[config.mk]
export PLATFORM = sky130hd
export DESIGN_NAME = start_trig_router
export DESIGN_NICKNAME = d
export VERILOG_FILES = /design/src/rtl/trig_pkg.sv /design/src/rtl/line_sync.sv /design/src/rtl/edge_pick.sv /design/src/rtl/pulse_gen.sv /design/src/rtl/start_trig_router.sv
export SDC_FILE = /design/constraint.sdc
export NUM_CORES = 1
export LEC_CHECK = 0
export CAP_MARGIN = 15
export CORE_MARGIN = 8
export CORE_UTILIZATION = 25
export CTS_CLUSTER_DIAMETER = 100
export DETAILED_ROUTE_END_ITERATION = 7
export DONT_BUFFER_PORTS = 1
export GPL_TIMING_DRIVEN = 0
export HOLD_SLACK_MARGIN = 0.06
export SYNTH_ARGS = -nofsm -noshare
export SYNTH_HDL_FRONTEND = slang
export SYNTH_SLANG_ARGS = --single-unit
export TNS_END_PERCENT = 20
[constraint.sdc]
create_clock -name clk -period 5.72 [get_ports clk]
set_clock_uncertainty 0.05 [all_clocks]
set_input_delay 1.43 -clock clk [delete_from_list [all_inputs] [get_ports clk]]
set_output_delay 1.43 -clock clk [all_outputs]
set_load 0.01 [all_outputs]
[src/rtl/trig_pkg.sv]
// Shared definitions for the trigger router.
package trig_pkg;
    // Which transition of the selected line counts as a trigger.
    typedef enum logic {
        EDGE_RISE = 1'b0,
        EDGE_FALL = 1'b1
    } edge_pol_e;
endpackage

[src/rtl/line_sync.sv]
// Multi-stage synchronizer for a bank of asynchronous input lines.
// Assumes: each line is quasi-static relative to clk; the reset value is 0.
module line_sync #(
    parameter int unsigned WIDTH  = 10,
    parameter int unsigned STAGES = 2
) (
    input  logic             clk,
    input  logic             rst_n,
    input  logic [WIDTH-1:0] d_async,
    output logic [WIDTH-1:0] d_sync
);
    logic [WIDTH-1:0] stage_q [STAGES];

    generate
        for (genvar s = 0; s < STAGES; s++) begin : g_stage
            // Shift one synchronizer stage per clock.
            always_ff @(posedge clk) begin
                if (!rst_n) stage_q[s] <= '0;
                else if (s == 0) stage_q[s] <= d_async;
                else stage_q[s] <= stage_q[(s == 0) ? 0 : s-1];
            end
        end
    endgenerate

    assign d_sync = stage_q[STAGES-1];
endmodule

[src/rtl/edge_pick.sv]
// Selects one synchronized line, keeps one cycle of history and flags the
// chosen transition. Assumes the inputs are already synchronized. A change
// of configuration suppresses detection for one cycle while history reloads.
module edge_pick
    import trig_pkg::*;
#(
    parameter int unsigned N_LINES = 10,
    parameter int unsigned SEL_W   = 4
) (
    input  logic               clk,
    input  logic               rst_n,
    input  logic [N_LINES-1:0] lines,
    input  logic [SEL_W-1:0]   sel,
    input  edge_pol_e          pol,
    output logic               evt
);
    localparam int unsigned CFG_W = SEL_W + 1;

    logic             sel_ok;
    logic             cur;
    logic             hist_q;
    logic [CFG_W-1:0] cfg_now;
    logic [CFG_W-1:0] cfg_q;
    logic             cfg_moved;

    assign sel_ok    = ({1'b0, sel} < CFG_W'(N_LINES));
    assign cfg_now   = {sel, pol};
    assign cfg_moved = (cfg_now != cfg_q);

    // Route the selected line; an invalid selection reads as a quiet 0.
    always_comb begin
        cur = 1'b0;
        for (int i = 0; i < N_LINES; i++) begin
            if (sel_ok && sel == SEL_W'(i)) cur = lines[i];
        end
    end

    // Keep the previous selected value and the configuration it belongs to.
    always_ff @(posedge clk) begin
        if (!rst_n) begin
            hist_q <= 1'b0;
            cfg_q  <= '0;
        end else begin
            hist_q <= cur;
            cfg_q  <= cfg_now;
        end
    end

    // Flag the chosen transition on a stable configuration.
    always_comb begin
        evt = 1'b0;
        if (sel_ok && !cfg_moved && (cur != hist_q))
            evt = (pol == EDGE_RISE) ? cur : hist_q;
    end

    // the event never lasts two cycles.
    a_r4_evt_single: assert property (@(posedge clk) disable iff (!rst_n)
        evt |=> !evt);
endmodule

[src/rtl/pulse_gen.sv]
// Fixed-length pulse generator. It starts on a request only while idle, so
// requests during a live pulse are dropped. Assumes PULSE_CYC >= 1.
module pulse_gen #(
    parameter int unsigned PULSE_CYC = 2
) (
    input  logic clk,
    input  logic rst_n,
    input  logic fire,
    output logic pulse
);
    localparam int unsigned CNT_W = $clog2(PULSE_CYC + 1);

    logic [CNT_W-1:0] left_q;
    logic [CNT_W-1:0] run_q;

    // Load the counter when idle, otherwise count it down.
    always_ff @(posedge clk) begin
        if (!rst_n) left_q <= '0;
        else if (fire && left_q == '0) left_q <= CNT_W'(PULSE_CYC);
        else if (left_q != '0) left_q <= left_q - 1'b1;
    end

    assign pulse = (left_q != '0);

    // Checker-only: length of the current high run of the pulse.
    always_ff @(posedge clk) begin
        if (!rst_n) run_q <= '0;
        else if (pulse && run_q != CNT_W'(PULSE_CYC)) run_q <= run_q + 1'b1;
        else if (!pulse) run_q <= '0;
    end

    // a request while idle raises the pulse at the next edge.
    a_r5_pulse_starts: assert property (@(posedge clk) disable iff (!rst_n)
        (fire && !pulse) |=> pulse);
    // the pulse is never longer than PULSE_CYC cycles.
    a_r6_width_cap: assert property (@(posedge clk) disable iff (!rst_n)
        (run_q == CNT_W'(PULSE_CYC)) |-> !pulse);
endmodule

[src/rtl/start_trig_router.sv]
// Trigger router top: synchronizes the function lines, detects the chosen
// edge on the selected line, emits a start event, regenerates a fixed pulse
// and registers the output enable. Assumes the lines are low during reset.
module start_trig_router
    import trig_pkg::*;
#(
    parameter int unsigned N_LINES     = 10,
    parameter int unsigned SYNC_STAGES = 2,
    parameter int unsigned PULSE_CYC   = 2,
    parameter int unsigned SEL_W       = $clog2(N_LINES)
) (
    input  logic               clk,
    input  logic               rst_n,
    input  logic [SEL_W-1:0]   src_sel,
    input  logic               fall_sel,
    input  logic               drv_en,
    input  logic [N_LINES-1:0] fn_lines,
    output logic               start_evt,
    output logic               trig_out,
    output logic               trig_oe
);
    logic [N_LINES-1:0] lines_s;
    edge_pol_e          pol;
    logic               oe_q;

    assign pol = edge_pol_e'(fall_sel);

    line_sync #(.WIDTH(N_LINES), .STAGES(SYNC_STAGES)) u_sync (
        .clk(clk), .rst_n(rst_n), .d_async(fn_lines), .d_sync(lines_s));

    edge_pick #(.N_LINES(N_LINES), .SEL_W(SEL_W)) u_pick (
        .clk(clk), .rst_n(rst_n), .lines(lines_s), .sel(src_sel),
        .pol(pol), .evt(start_evt));

    pulse_gen #(.PULSE_CYC(PULSE_CYC)) u_pulse (
        .clk(clk), .rst_n(rst_n), .fire(start_evt), .pulse(trig_out));

    // Register the pin enable; it stays off from reset until requested.
    always_ff @(posedge clk) begin
        if (!rst_n) oe_q <= 1'b0;
        else oe_q <= drv_en;
    end

    assign trig_oe = oe_q;

    // the enable follows the request one cycle later.
    a_r9_oe_follow: assert property (@(posedge clk) disable iff (!rst_n)
        ##1 (trig_oe == $past(drv_en)));
    // an out-of-range source that is held steady never fires.
    a_r8_invalid_quiet: assert property (@(posedge clk) disable iff (!rst_n)
        ({1'b0, src_sel} >= (SEL_W+1)'(N_LINES)) |-> !start_evt);
endmodule

==> metrics.md, run 1 <==
| Metric | Value |
|---|---|
| Clock latency on the worst-skew pair | `roughly 270 ps` |
| Global router's overall resource usage | `0.0606` |
| H-tree levels | `2` |
| Layout cells sized above 1 | `0.0990` |
| First-pass DRT Iterations | `4` |
| CP arrival | `2930 ps` |
| Register bit count reported by yosys | `29` |
| Fin crit period | `4410 ps` |
| Lkg Pwr | `approximately 0.46 nW` |
| CP Data Required Time | `4240 ps` |
| Routed len/inst | `around 11 um` |
| Synth Area in XOR/XNOR | `0.0356` |
| Final worst path period share | `0.772` |
| PnR worst setup slack | `1310 ps` |
| Crit path depth | `6` |
| Final GP Congestion | `between 0.7 and 0.8` |
| Drt drc | `0` |
| GRT Max-Usage Layer | `met2` |
| Total wire length | `1.62 mm` |
| Sequential share of the synthesized area | `0.590` |
| Nets@finish | `118` |
| Via count | `613` |
| Min-delay src | `u_sync.stage_q[0][0]` |
| Global Route met1 Usage | `0.0544` |
| Final ANT Viol Nets | `0` |
| R2R depth | `5` |
| Maximum resistive drop on vdd | `0.000187 V` |
| CP peak stage delay | `470 ps` |
| Worst r2r dst | `u_pulse.left_q[1]` |
| RSZ-0062 raised after global routing | `false` |
| Status | `completed` |
| Core area | `0.00388 mm2` |
| Avg Inst Size Synth | `10.6 um2` |
| Post-CTS setup buffers | `0` |
| Slew @ Worst Pin | `355 ps` |
| TritonCTS buffer count | `5` |
| Number of vias per cell | `4.06` |
| Slew headroom | `0.764` |
| Largest net degree at the start of global routing | `11` |
| Setup_tns | `0 ps` |
| Adder-cell area share of the yosys netlist | `0` |
| Ys Warns | `0` |
| Largest family of logic cells by synthesized area | `simple AND/OR/NAND/NOR gates` |
| Startpoint type of the worst setup path | `input port` |
| Die area | `0.00620 mm2` |
| Fmax | `227 MHz` |
| First-pass GRT wire length | `2.78 mm` |
| Area Growth Syn to Fin | `15.1%` |
| Compound-cell area share of the yosys netlist | `0.0381` |
| Initial antenna violation count | `0` |
| CP Buf/Inv Count | `1` |
| HPWL Detailed | `between 1 and 1.5 mm` |
| Mux contribution to synthesized area | `0.0407` |
| Simple-gate share of the synthesized area | `0.269` |
| Hold Path Class | `flip-flop to flip-flop` |
| Top Ports | `21` |
| Final Hold Fails | `0` |
| Final Max Slew Viols | `0` |
| Pre-CTS setup slack | `1280 ps` |
| Starting Density | `0.253` |
| Syn_nets | `roughly 110` |
| Hold EP | `u_sync.stage_q[1][0]` |
| Die H | `78.8 um` |
| Setup crit end kind | `output pin` |
| R2r setup slk | `~3900 ps` |
| Iter 0 DRT Violations | `9` |
| CTS clk-pin slew, worst paths | `roughly 60 ps` |
| Cell family with most CP delay | `simple AND/OR/NAND/NOR gates` |
| Met3 global-route usage | `0.0474` |
| Resize count post-CTS | `0` |
| Post-synthesis cell count | `93` |
| Die W | `78.8 um` |
| Critical R2R Launch | `u_sync.stage_q[1][8]` |
| Crit-path cells | `buf_6 -> or4b_1 -> a222oi_1 -> a31oi_1 -> mux2i_1 -> nor2_1` |
| Worst Hold Depth | `1` |
| Final Setup Violations | `0` |
| Kind of critical path | `input port to output pin` |
| TritonCTS clock tree | `done` |
| Clock sinks | `29` |
| FF+latch area | `approximately 580 um2` |
| # rows | `23` |
| Port Buf Inserts | `0` |
| Critical Path Slowest Stage Cell | `or4b_1` |
| Hold bufs inserted after CTS | `0` |
| # fillers | `410` |
| Count of cell types in the netlist | `22` |
| Global route overflow | `0` |
| Maximum root-to-sink buffer count | `2` |
| Vias in the first global route | `637` |
| Worst Path Max Fanout | `9` |
| Clk Tree Root Cell | `clkbuf_8` |
| Pwr dens | `344 mW/mm2` |
| Multi-input gate area | `roughly 380 um2` |
| Syn Std Cell Area | `~1000 um2` |
| Met2 Track Usage GR | `0.0911` |
| Antenna Cells | `0` |
| Max Cap Viol | `0` |
## cell usage in the layout (no fill, tap or decap)
cell,n
a31oi_1,1
clkbuf_8,5
o211ai_1,1
or4b_1,1
or2_2,1
mux2i_1,4
nand2_1,2
and2_1,27
nor2_1,7
buf_6,1
a21oi_1,1
inv_1,1
clkinv_2,2
nor3b_1,1
clkbuf_1,3
a222oi_1,1
xor2_1,2
o41ai_1,1
nor3_1,1
nor2b_1,2
xnor2_1,2
clkinvlp_4,1
nand3_1,3
and3_1,1
dfxtp_1,29
## cells in the mapped netlist, drive strengths merged
library cell	n	area (um2)
a21oi	1	5.00
mux2i	4	40.0
nor2b	2	12.5
and3	1	6.26
a31oi	1	6.26
o211ai	1	7.51
clkbuf	3	11.3
nand2	2	7.51
inv	1	3.75
nor3b	1	7.51
nor2	7	26.3
dfxtp	29	581
o41ai	1	8.76
or4b	1	10.0
nand3	3	15.0
a222oi	1	10.0
buf	1	11.3
or2	1	6.26
nor3	1	5.00
xor2	2	17.5
xnor2	2	17.5
and2	27	169
## per-layer routing
layer / vias up / wire length, um / part of all wire
met5: - / 0 / 0
met4: 0 / 21 / 0.013
met3: 4 / 177 / 0.11
met2: 19 / 767 / 0.47
met1: 275 / 655 / 0.40
li1: 315 / - / -
## per-stage QoR
| step | std cells | area (um2) | hold slack, ps | total power, mW | util |
|---|---|---|---|---|---|
| 6_report | 151 | 1130 | 382 | 0.390 | 0.292 |
| 2_1_floorplan | 93 | 985 | 353 | 0.234 | - |
| 3_3_place_gp | 143 | 1050 | 362 | 0.237 | 0.270 |
| 3_5_place_dp | 143 | 1050 | 368 | 0.238 | 0.270 |
| 5_1_grt | 151 | 1130 | 399 | 0.410 | 0.292 |
| 4_1_cts | 151 | 1130 | 383 | 0.397 | 0.292 |
## final cells by class
type | count | area share
flip-flops and latches | 29 | 0.512
clock inverters | 3 | 0.0155
multi-input cells | 59 | 0.333
clock buffers | 5 | 0.0607
plain buffers | 4 | 0.0199
well taps | 50 | 0.0552
inverters | 1 | 0.00331
## cells by family after synthesis
kind of cell           Yosys count
multiplexers                     4
AO/OA/AOI/OAI                    5
XOR/XNOR                         4
flip-flops                      29
buffers and inverters            5
AND/OR/NAND/NOR                 46
## flip-flops by register name, indices dropped and copies added (netlist names)
register,cells
u_pick.hist_q,1
u_pulse.left_q,2
u_sync.stage_q,20
trig_oe,1
u_pick.cfg_q,5
## worst max-delay path by stage
stage | start | endpoint
6_report | src_sel[2] | start_evt
3_5_place_dp | src_sel[2] | start_evt
4_1_cts | src_sel[2] | start_evt
2_1_floorplan | src_sel[2] | start_evt
5_1_grt | src_sel[2] | start_evt
3_3_place_gp | src_sel[2] | start_evt
## where the power goes
group / switching, mW / internal (mW)
Clock: 0.0728 / 0.0836
Sequential: 0.00265 / 0.211
Combinational: 0.00863 / 0.0106
Power figures use the tool's default switching activity.
==> inputs of run 2 (changes only) <==
Settings changed: ABC_AREA set to 1.
Clock period 5.72 ns to 4.2 ns, I/O delays scaled along.
==> metrics.md, run 2 <==
| Metric | Value |
|---|---|
| Yosys top cell by area | `dfxtp_1` |
| TritonCTS buffer count | `5` |
| Fmax | `approximately 330 MHz` |
| HPWL Detailed | `1.30 mm` |
| # rows | `24` |
| RSZ-0062 raised after global routing | `false` |
| Worst setup path endpoint | `start_evt` |
| EDFF count, synth | `0` |
| Multi-input gate area | `around 340 um2` |
| Max reg flops | `20` |
| Most common cell after layout, fill and taps aside | `nand2_1` |
| Synth top area share | `0.541` |
| Global route overflow | `0` |
| Final Hold Fails | `0` |
| Layout cells sized above 1 | `0.113` |
| Setup crit end kind | `output pin` |
| Setup_tns | `0 ps` |
| Max Cap Viol | `0` |
| First-pass DRT Iterations | `4` |
| Ys Warns | `0` |
| Slew @ Worst Pin | `442 ps` |
| Resize count post-CTS | `0` |
| Status | `completed` |
| CP Data Required Time | `3100 ps` |
| Die area | `around 0.0066 mm2` |
| Placed cell count | `slightly below 200` |
| Critical R2R Launch | `u_sync.stage_q[1][8]` |
| Final GP Congestion | `0.767` |
| # fillers | `447` |
| Syn Std Cell Area | `about 0.0011 mm2` |
| Fin crit period | `3040 ps` |
| Final Setup Violations | `0` |
| CTS clk-pin slew, worst paths | `70 ps` |
| Vias in the first global route | `743` |
| Largest net degree at the start of global routing | `12` |
| Antenna Cells | `0` |
| Die W | `81.5 um` |
| Biggest register | `u_sync.stage_q` |
| Largest registers | `u_sync.stage_q: 20 flops, u_pick.cfg_q: 5 flops, u_pulse.left_q: 2 flops` |
| Port Buf Inserts | `0` |
| Worst Path Max Fanout | `9` |
| Kind of critical path | `input port to output pin` |
| Area Growth Syn to Fin | `16.8%` |
| Hold bufs inserted after CTS | `0` |
| Final worst path period share | `0.724` |
| Met3 global-route usage | `0.0186` |
| Pwr dens | `490 mW/mm2` |
| Synth top area cells | `dfxtp_1 (54%), nand2_1 (15%), inv_1 (11%)` |
| Avg Inst Size Synth | `7.55 um2` |
| Maximum resistive drop on vdd | `0.000210 V` |
| Startpoint type of the worst setup path | `input port` |
| Met2 Track Usage GR | `0.0971` |
| Iter 0 DRT Violations | `34` |
| R2R depth | `9` |
| Core area | `0.00423 mm2` |
| R2r setup slk | `3120 ps` |
| Clock sinks | `29` |
| Clock latency on the worst-skew pair | `280 ps` |
| Final Max Slew Viols | `0` |
| Synth Flop Type | `dfxtp_1` |
| Routed len/inst | `8.87 um` |
| Via count | `approximately 750` |
| FF+latch area | `approximately 580 um2` |
| Count leader, synth | `nand2_1` |
| Die H | `81.5 um` |
| Overall power | `0.613 mW` |
| Global router's overall resource usage | `0.0646` |
| Total wire length | `1.79 mm` |
| Slew headroom | `0.705` |
| Post-synthesis cell count | `142` |
| First-pass GRT wire length | `3.11 mm` |
| Register bit count reported by yosys | `29` |
| H-tree levels | `2` |
| Maximum root-to-sink buffer count | `2` |
| GRT Max-Usage Layer | `met2` |
| Post-CTS setup buffers | `0` |
| Initial antenna violation count | `0` |
| Starting Density | `0.253` |
| Hold Path Class | `flip-flop to flip-flop` |
| Sequential share of the synthesized area | `0.541` |
| TritonCTS clock tree | `done` |
| Non-Filler Instances | `202` |
| Drt drc | `0` |
| CP arrival | `1940 ps` |
| Count of cell types in the netlist | `17` |
| Worst r2r dst | `u_pulse.left_q[1]` |
| Top Ports | `21` |
| Syn_nets | `between 150 and 200` |
| Post-synth top cells | `nand2_1 (44), inv_1 (31), dfxtp_1 (29)` |
| Final ANT Viol Nets | `0` |
| Asr flop ratio synth | `0` |
| Number of vias per cell | `3.69` |
| Commonest cells after routing, fill and taps aside | `nand2_1 (44), inv_1 (31), dfxtp_1 (29)` |
| Global Route met1 Usage | `0.0671` |
| Clk Tree Root Cell | `clkbuf_8` |
| Nets@finish | `around 170` |
| Lkg Pwr | `0.713 nW` |
| CP Launch Point | `src_sel[2]` |
run 2: cell count changes after synthesis, moves of 3 or more:
cell | previous run | this run
mux2i_1 | 4 | 0
and2_1 | 27 | 0
nor2_1 | 7 | 11
nand2_1 | 2 | 44
nand3_1 | 3 | 7
inv_1 | 1 | 31
clkbuf_1 | 3 | 0
run 2: through the flow:
stage | utilization | hold WS [ps] | instance area (um2) | setup WS [ps]
after floorplan | - | 340 | 1070 | 1260
after global placement | 0.269 | 347 | 1140 | 1170
after detailed placement | 0.269 | 346 | 1140 | 1160
after CTS | 0.296 | 358 | 1250 | 1150
after global routing | 0.296 | 369 | 1250 | 1020
final | 0.296 | 353 | 1250 | 1160
run 2: worst min-delay path by stage:
stage,startpoint,endpoint,slack [ps],cells past startpoint
after floorplan,u_sync.stage_q[0][0],u_sync.stage_q[1][0],340,2
after global placement,u_sync.stage_q[0][0],u_sync.stage_q[1][0],350,2
after detailed placement,u_sync.stage_q[0][6],u_sync.stage_q[1][6],350,2
after CTS,u_sync.stage_q[0][8],u_sync.stage_q[1][8],360,2
after global routing,u_sync.stage_q[0][0],u_sync.stage_q[1][0],370,2
final,u_sync.stage_q[0][9],u_sync.stage_q[1][9],350,2
run 2: worst max-delay path, cell delays in order:
cell and delay (ps):
clkbuf_8 140, inv_2 90, nand3_1 80, nor2_1 110
nor2_2 60, nand3_2 90, nand2_1 50, nand2_1 60
and3_1 210
run 2: cell families (layout without fill, tap and decap cells):
kind of cell,count (synthesis),after routing,share of synthesized area
AO/OA/AOI/OAI,2,2,0.0105
XOR/XNOR,4,4,0.0327
buffers and inverters,37,45,0.140
flip-flops,29,29,0.541
AND/OR/NAND/NOR,70,70,0.275
run 2: metal layers:
layer / up-vias / wire length (um)
li1: 420 / -
met1: 299 / 810
met2: 19 / 789
met3: 8 / 97
met4: 0 / 93
met5: - / 0
run 2: power by group:
group	total, mW	internal (mW)	switching, mW
Clock	0.288	0.177	0.110
Combinational	0.0343	0.0147	0.0196
Sequential	0.291	0.288	0.00363
run 2: final cells by class:
class,instances,share of cell area
Buffer,4,0.0210
Clock inverter,3,0.0370
Multi-Input combinational cell,76,0.273
Sequential cell,29,0.464
Clock buffer,5,0.0549
Inverter,33,0.0989
Tap cell,52,0.0519
==> inputs of run 3 (changes only) <==
Settings changed: ABC_AREA 1 to 0.
Clock period 4.2 ns to 3.2 ns, I/O delays scaled along.
==> metrics.md, run 3 (synthesis results as in run 1) <==
| Metric | Value |
|---|---|
| Lkg Pwr | `0.459 nW` |
| Max reg flops | `20` |
| FF+latch area | `approximately 580 um2` |
| Maximum resistive drop on vdd | `0.000334 V` |
| First-pass DRT Iterations | `4` |
| Via count | `619` |
| Vias in the first global route | `around 640` |
| Final Hold Fails | `0` |
| Clock sinks | `29` |
| PnR worst setup slack | `87.4 ps` |
| Worst Path Max Fanout | `9` |
| Fmax | `321 MHz` |
| CP arrival | `2260 ps` |
| Fin crit period | `3110 ps` |
| Die area | `between 0.006 and 0.007 mm2` |
| Layout cells sized above 1 | `0.118` |
| Largest net degree at the start of global routing | `11` |
| Routed len/inst | `10.7 um` |
| Starting Density | `0.253` |
| Global route overflow | `0` |
| Drt drc | `0` |
| CP Buf/Inv Count | `1` |
| Largest registers | `u_sync.stage_q: 20 flops, u_pick.cfg_q: 5 flops, u_pulse.left_q: 2 flops` |
| Die H | `78.8 um` |
| Top Ports | `21` |
| Slew headroom | `0.764` |
| Hold bufs inserted after CTS | `0` |
| Global router's overall resource usage | `0.0606` |
| Antenna Cells | `0` |
| Setup_tns | `0 ps` |
| TritonCTS clock tree | `done` |
| Initial antenna violation count | `0` |
| Setup crit end kind | `output pin` |
| HPWL Detailed | `1.25 mm` |
| Number of vias per cell | `4.07` |
| Area Growth Syn to Fin | `16.1%` |
| Clk Tree Root Cell | `clkbuf_8` |
| Final worst path period share | `0.973` |
| # rows | `23` |
| Slew @ Worst Pin | `355 ps` |
| Startpoint type of the worst setup path | `input port` |
| Hold Path Class | `flip-flop to flip-flop` |
| Kind of critical path | `input port to output pin` |
| RSZ-0062 raised after global routing | `false` |
| Multi-input gate area | `380 um2` |
| Status | `completed` |
| Core area | `0.00388 mm2` |
| Total wire length | `1.62 mm` |
| Final ANT Viol Nets | `0` |
| # fillers | `a little over 400` |
| CP Data Required Time | `2350 ps` |
| CTS clk-pin slew, worst paths | `around 60 ps` |
| Final Max Slew Viols | `0` |
| CP peak stage delay | `470 ps` |
| Final Setup Violations | `0` |
| Max Cap Viol | `0` |
| Pre-CTS setup slack | `16.5 ps` |
| H-tree levels | `2` |
| Cell family with most CP delay | `simple AND/OR/NAND/NOR gates` |
| Commonest cells after routing, fill and taps aside | `dfxtp_1 (29), and2_1 (27), nor2_1 (6)` |
| Maximum root-to-sink buffer count | `2` |
| Port Buf Inserts | `0` |
| Final GP Congestion | `0.732` |
| Clock latency on the worst-skew pair | `270 ps` |
| Critical Path Slowest Stage Cell | `or4b_1` |
| Iter 0 DRT Violations | `7` |
| Die W | `78.8 um` |
| First-pass GRT wire length | `between 2 and 3 mm` |
| Pwr dens | `611 mW/mm2` |
| TritonCTS buffer count | `5` |
| Most common cell after layout, fill and taps aside | `dfxtp_1` |
| Nets@finish | `approximately 120` |
| Biggest register | `u_sync.stage_q` |
| Crit-path cells | `buf_6 -> or4b_1 -> a222oi_1 -> a31oi_1 -> mux2i_1 -> nor2_2` |
| Overall power | `0.698 mW` |
## run 3: cell count changes in the layout (fill, tap and decap cells not counted), moves of 3 or more
cell      previous run  this run
mux2i_1              0         4
nand2_1             44         2
inv_1               31         1
and2_1               0        27
clkbuf_1             0         3
nand3_1              7         3
nor2_1              11         6
## run 3: timing repair
action | in CTS | in global routing
endpoints found under the setup margin | 0 | 1
gates resized for setup | 0 | 1
setup buffers | 0 | 1
## run 3: power breakdown
group	internal (mW)	switching, mW
sequential	0.378	0.00474
clock	0.149	0.130
combinational	0.0201	0.0160
total	0.547	0.151
## run 3: layout make-up
type / instances / share of cell area
Sequential cell: 29 / 0.508
Multi-Input combinational cell: 59 / 0.333
Clock buffer: 5 / 0.0602
Tap cell: 50 / 0.0547
Buffer: 4 / 0.0197
Clock inverter: 3 / 0.0153
Timing Repair Buffer: 1 / 0.00656
Inverter: 1 / 0.00328
## run 3: worst paths after layout
path	endpoint	start	depth (start not counted)	slack [ps]
setup / recovery	start_evt	src_sel[2]	6	90
hold / removal	u_sync.stage_q[1][0]	u_sync.stage_q[0][0]	1	380
setup reg to reg	u_pulse.left_q[1]	u_sync.stage_q[1][8]	6	1200
hold reg to reg	u_sync.stage_q[1][0]	u_sync.stage_q[0][0]	1	380
## run 3: routing by layer
| layer | global-route usage | routed length, um | up-vias |
|---|---|---|---|
| met4 | 0.0444 | 21 | 0 |
| met3 | 0.0474 | 177 | 4 |
| li1 | - | - | 317 |
| met1 | 0.0544 | 645 | 279 |
| met5 | 0 | 0 | - |
| met2 | 0.0911 | 778 | 19 |
## run 3: metrics by stage
stage,cells,cell area (um2),hold WS (ps),utilization
2_1_floorplan,93,985,353,-
3_3_place_gp,143,1050,362,0.270
3_5_place_dp,143,1050,368,0.270
4_1_cts,151,1130,383,0.292
5_1_grt,152,1140,399,0.294
6_report,152,1140,382,0.294
